**src/rtl/i2c_eeprom_slave.sv**
```systemverilog
module i2c_eeprom_slave #(
  parameter int AW = 8,
  parameter logic [3:0] DEV_CODE = 4'b1010
) (
  input  logic          clk,
  input  logic          rst_n,
  input  logic          scl_in,
  input  logic          sda_in,
  input  logic          wp_in,
  input  logic [2:0]    dev_sel,
  output logic          sda_pull
);
  localparam int BW    = 8;
  localparam int DEPTH = 1 << AW;
  localparam int CW    = $clog2(BW + 1);
  localparam logic [CW-1:0] FULL = CW'(BW);

  typedef enum logic [3:0] {
    S_IDLE, S_DEV, S_DEV_ACK, S_ADR, S_ADR_ACK,
    S_WDAT, S_WDAT_ACK, S_RDAT, S_RACK, S_HOLD
  } st_t;

  st_t            state;
  logic [2:0]     scl_q, sda_q;
  logic [CW-1:0]  cnt;
  logic [BW-1:0]  sh, tx;
  logic [AW-1:0]  ptr;
  logic           rw, mack;
  logic [BW-1:0]  mem [DEPTH];

  always_ff @(posedge clk or negedge rst_n)
    if (!rst_n) begin
      scl_q <= '1;
      sda_q <= '1;
    end else begin
      scl_q <= {scl_q[1:0], scl_in};
      sda_q <= {sda_q[1:0], sda_in};
    end

  wire scl_s     = scl_q[1];
  wire sda_s     = sda_q[1];
  wire scl_rise  = scl_q[1] & ~scl_q[2];
  wire scl_fall  = ~scl_q[1] & scl_q[2];
  wire start_c   = scl_q[1] & scl_q[2] & ~sda_q[1] & sda_q[2];
  wire stop_c    = scl_q[1] & scl_q[2] & sda_q[1] & ~sda_q[2];
  wire byte_done = scl_fall && (cnt == FULL);
  wire addr_ok   = (sh[7:4] == DEV_CODE) && (sh[3:1] == dev_sel);
  wire wp_hit    = wp_in & ptr[AW-1];
  wire mem_we    = (state == S_WDAT) && byte_done && !wp_hit && !start_c && !stop_c;
  wire [BW-1:0] rd_data = mem[ptr];

  always_ff @(posedge clk or negedge rst_n)
    if (!rst_n) begin
      for (int i = 0; i < DEPTH; i++) mem[i] <= '0;
    end else if (mem_we) begin
      mem[ptr] <= sh;
    end

  always_ff @(posedge clk or negedge rst_n)
    if (!rst_n) begin
      state    <= S_IDLE;
      cnt      <= '0;
      sh       <= '0;
      tx       <= '0;
      ptr      <= '0;
      rw       <= 1'b0;
      mack     <= 1'b0;
      sda_pull <= 1'b0;
    end else if (start_c) begin
      state    <= S_DEV;
      cnt      <= '0;
      sda_pull <= 1'b0;
    end else if (stop_c) begin
      state    <= S_IDLE;
      cnt      <= '0;
      sda_pull <= 1'b0;
    end else begin
      unique case (state)
        S_DEV, S_ADR, S_WDAT: begin
          if (scl_rise && cnt != FULL) begin
            sh  <= {sh[BW-2:0], sda_s};
            cnt <= cnt + 1'b1;
          end else if (byte_done) begin
            cnt <= '0;
            if (state == S_DEV) begin
              if (addr_ok) begin
                rw       <= sh[0];
                sda_pull <= 1'b1;
                state    <= S_DEV_ACK;
              end else begin
                state <= S_HOLD;
              end
            end else if (state == S_ADR) begin
              ptr      <= sh[AW-1:0];
              sda_pull <= 1'b1;
              state    <= S_ADR_ACK;
            end else if (wp_hit) begin
              state <= S_HOLD;
            end else begin
              ptr      <= ptr + 1'b1;
              sda_pull <= 1'b1;
              state    <= S_WDAT_ACK;
            end
          end
        end
        S_DEV_ACK: if (scl_fall) begin
          if (rw) begin
            tx       <= rd_data;
            ptr      <= ptr + 1'b1;
            sda_pull <= ~rd_data[BW-1];
            state    <= S_RDAT;
          end else begin
            sda_pull <= 1'b0;
            state    <= S_ADR;
          end
        end
        S_ADR_ACK: if (scl_fall) begin
          sda_pull <= 1'b0;
          state    <= S_WDAT;
        end
        S_WDAT_ACK: if (scl_fall) begin
          sda_pull <= 1'b0;
          state    <= S_HOLD;
        end
        S_RDAT: begin
          if (scl_rise) begin
            cnt <= cnt + 1'b1;
          end else if (scl_fall) begin
            if (cnt == FULL) begin
              cnt      <= '0;
              sda_pull <= 1'b0;
              state    <= S_RACK;
            end else begin
              tx       <= {tx[BW-2:0], 1'b0};
              sda_pull <= ~tx[BW-2];
            end
          end
        end
        S_RACK: begin
          if (scl_rise) begin
            mack <= ~sda_s;
          end else if (scl_fall) begin
            if (mack) begin
              tx       <= rd_data;
              ptr      <= ptr + 1'b1;
              sda_pull <= ~rd_data[BW-1];
              state    <= S_RDAT;
            end else begin
              state <= S_HOLD;
            end
          end
        end
        default: ;
      endcase
    end


  start_to_dev_chk: assert property (@(posedge clk) disable iff (!rst_n)
    start_c |=> (state == S_DEV) && !sda_pull);


  stop_to_idle_chk: assert property (@(posedge clk) disable iff (!rst_n)
    stop_c |=> (state == S_IDLE) && !sda_pull);


  bad_addr_nack_chk: assert property (@(posedge clk) disable iff (!rst_n)
    ((state == S_DEV) && byte_done && !addr_ok && !start_c && !stop_c)
      |=> !sda_pull && (state == S_HOLD));


  wp_nack_chk: assert property (@(posedge clk) disable iff (!rst_n)
    ((state == S_WDAT) && byte_done && wp_in && ptr[AW-1] && !start_c && !stop_c)
      |=> !sda_pull && $stable(ptr));


  ptr_wrap_chk: assert property (@(posedge clk) disable iff (!rst_n)
    ((state == S_RACK) && scl_fall && mack && (ptr == '1)) |=> (ptr == '0));


  pull_scl_low_chk: assert property (@(posedge clk) disable iff (!rst_n)
    !$stable(sda_pull) |-> !$past(scl_s));

endmodule

```
**config.mk**
```make
export PLATFORM = sky130hd
export DESIGN_NAME = i2c_eeprom_slave
export DESIGN_NICKNAME = d
export VERILOG_FILES = /design/src/rtl/i2c_eeprom_slave.sv
export SDC_FILE = /design/constraint.sdc
export NUM_CORES = 2
export LEC_CHECK = 0
export ABC_CLOCK_PERIOD_IN_PS = 4200
export BUFFER_PORTS_ARGS = -buffer_cell sky130_fd_sc_hd__buf_2
export CORE_AREA = 2 2 501 503
export DETAILED_ROUTE_END_ITERATION = 12
export DIE_AREA = 0 0 503 505
export PLACE_DENSITY = 0.55
export SYNTH_ARGS = -nofsm -noshare
export SYNTH_HDL_FRONTEND = slang
export SYNTH_SLANG_ARGS = --single-unit
```
**constraint.sdc**
```tcl
create_clock -name clk -period 4.2 [get_ports clk]
set_clock_uncertainty 0.1 [all_clocks]
set_input_delay 0 -clock clk [delete_from_list [all_inputs] [get_ports clk]]
set_output_delay 0 -clock clk [all_outputs]
set_load 0.02 [all_outputs]
```
==> flow_metrics.tcl <==
set metrics [dict create \
    fp.coreArea_sq_um 248200 \
    powerDensity_nw_per_um2 487.9 \
    drive_gt1_share_pct 52.11 \
    period_minus_slack_ns 4.172 \
    yosysWarnings 0 \
    netlist_top_cells_count "2082 x dfrtp_1, 1932 x mux2_2, 477 x mux4_2" \
    routabilityCongestion 0.9258 \
    syn_avg_cell_area_sq_um 15.73 \
    holdPathEnd "state[1]" \
    track_usage_pct 24.57 \
    reg2reg_depth 8 \
    grt_pass1_wl_um 453300 \
    crit_path_frequent_cell "nand2_1" \
    arrival_ns 4.90 \
    start_util_pct 39.85 \
    outcome "finished, final reports clean" \
    antenna_found_initial 14 \
    whs_path_depth 4 \
    synth_compound_area_share_pct 2.850 \
    cts_tree "built" \
    synth_top_family_by_area "multiplexers" \
    routed_wl_um 310800 \
    pin_count 9 \
    synth_ff_type "dfrtp_1" \
    final_max_slew_viol_count 0 \
    critPathLaunchType "flop" \
    port_buffers 8 \
    die-width_um 503 \
    tightest_slew_ns 1.356 \
    post-cts-setup-buffers 0 \
    worst_ep_required_time_ns 4.93 \
    yosysMostFrequentCell "dfrtp_1" \
    dpl-instance-area_sq_um 104200 \
    grt_pass1_vias 59690 \
    final_hold_viol_count 0 \
    yosys.area_share.xor_xnor_pct 0.03542 \
    design_area_sq_um 111800 \
    vias 57960 \
    hp-class "in -> reg" \
    timing.fmax_ghz 0.2397 \
    synth_area_leader_cell "dfrtp_1" \
    rsz0062_at_grt "false" \
    overflow 0 \
    timing.rr.start "ptr[0]" \
    clk_latency_ns 0.94 \
    crit_buf_inv 2 \
    fin_crit_sh_pct 99.34 \
    yosysSeqAreaShare_pct 52.84 \
    synth_mux_area_share_pct 35.62 \
    cp_slowest_stage_delay_ns 0.98 \
    wl_per_cell_um 31.36 \
    setup-violations-final 0 \
    nets 6415 \
    synth-edff-count 0 \
    synthSimpleGateAreaFrac_pct 5.864 \
    cts_max_level 4 \
    dieArea_sq_um 254000 \
    fillCellCount 21880 \
    yosys-top-cells-area "dfrtp_1 53%, mux2_2 22%, mux4_2 11%, nor2_8 3.1%, mux2_1 1.5%" \
    dp_hpwl_um 205200 \
    synth_top_area_share_pct 52.68 \
    drt_iter0_markers 4814 \
    critPathCaptureType "flop" \
    ir_worst_vdd_v 0.0004763 \
    rr_endpoint "tx[3]" \
    synth-async-reset-ratio_pct 100.0 \
    root_buffer "clkbuf_16" \
    p_leak_uw 0.05520 \
    die_height_um 505 \
    syn_to_final_growth_pct 13.06 \
    ant_nets 0 \
    placed_cells 9488 \
    path_delay_family "compound AO/OA/AOI/OAI gates" \
    crit_chain "buf_12 > buf_4 > mux4_2 > nand2_1 > nand2_1 > a2111oi_1 > a31oi_1 > a31o_1" \
    crit_slowest_cell "a2111oi_1" \
    clk_pin_slew_worst_paths_ns 0.07 \
    hold_slack_ns 0.1922 \
    firstDrtPassIters 8 \
    fin_setup_tns_ns 0 \
    syn-num-nets 6304 \
    via_per_inst 5.848 \
    clock_path_buffers 3 \
    multi_input_area_sq_um 44170 \
    critPathMaxFanout 43 \
    seqCellArea_sq_um 52310 \
    ys_ff_latch 2088 \
    grt_max_degree 206 \
    maxSlewHeadroom_pct 9.581 \
    path_class "reg -> reg" \
    syn_area_sq_um 98900 \
    min_from "wp_in" \
    netlist_instances 6286 \
    r2r_slack_ns 0.03 \
    clock-sinks 2088 \
    cap_violations 0 \
    drc 0 \
    num_rows 183 \
    final_cells 9911 \
    yosysUniqueCellTypes 88 \
    numCtsBuffers 227 \
    synth_fa_ha_area_share_pct 0.1366 \
]
==> placed cells by master (no fill, tap or decap), types with 69 or more instances in the layout <==
cell,instances
buf_12,70
buf_4,282
nand2_1,73
mux4_2,477
a21oi_1,69
nor2_2,96
dfrtp_1,2066
clkbuf_16,227
mux2i_1,109
nor2_8,153
clkbuf_1,78
a22oi_1,95
mux2_2,1932
mux2_1,134
==> worst min-delay path, stage by stage <==
cell,delay (ns)
dlygate4sd3_1,0.52
buf_2,0.25
a311oi_1,0.14
mux2_2,0.25
==> per-stage QoR <==
stage | setup WS (ns) | total power [uW] | utilization [%]
after floorplan | 1.113 | 28710 | -
after global placement | -0.1933 | 34810 | 42.00
after detailed placement | -0.1647 | 34820 | 42.00
after CTS | 0.03167 | 54970 | 45.05
after global routing | 0.05879 | 56330 | 45.05
final | 0.02785 | 54550 | 45.05
==> kinds of logic (layout without fill, tap and decap cells) <==
kind of cell	Yosys count	after routing
XOR/XNOR	4	4
adder cells (fa/ha/maj)	11	11
AO/OA/AOI/OAI	402	402
multiplexers	2657	2657
flip-flops	2088	2088
AND/OR/NAND/NOR	623	623
buffers and inverters	501	792
other	0	4
==> sequential cells by signal (all words and copies together) (netlist names) <==
name	cells
sda_pull	1
scl_q	3
tx	7
ptr	8
sh	8
cnt	4
rw	1
mem	2048
mack	1
sda_q	3
state	4
==> power breakdown <==
| part | internal (uW) | total [uW] | switching (uW) |
|---|---|---|---|
| Clock | 11500 | 20000 | 8560 |
| Combinational | 4160 | 13600 | 9450 |
| Sequential | 20300 | 20900 | 667 |
==> layer usage <==
layer  routed length (um)  GRT usage [%]  vias up
met5                   39              0        -
met4                12390          9.122        6
met3                18140          4.450      513
met2               140500          36.98     1642
met1               139700          35.39    31970
li1                     -              -    23830
==> repair_timing <==
| item | 4_1_cts | 5_1_grt |
|---|---|---|
| endpoints found under the setup margin | 1 | 0 |
| hold buffers | 10 | 0 |
| gates resized for setup | 1 | 0 |
| hold endpoints to repair | 2095 | 0 |
==> final cells by class <==
class                           instances  area share, %
Sequential cell                      2088          46.78
Multi-Input combinational cell       3697          39.50
Clock buffer                          342          5.797
Tap cell                             3330          3.726
Timing Repair Buffer                  369          3.283
Clock inverter                         67         0.8549
Inverter                               14        0.04924
Antenna cell                            4       0.008952
==> worst max path at each step <==
stage,start,to,slack [ns],depth (start not counted)
after floorplan,ptr[0],mem[904],1.11,15
after global placement,ptr[0],tx[3],-0.19,8
after detailed placement,ptr[0],tx[3],-0.16,8
after CTS,ptr[0],tx[3],0.03,8
after global routing,ptr[0],tx[3],0.06,8
final,ptr[0],tx[3],0.03,8
Note: power is estimated with default switching activity, not from simulation.
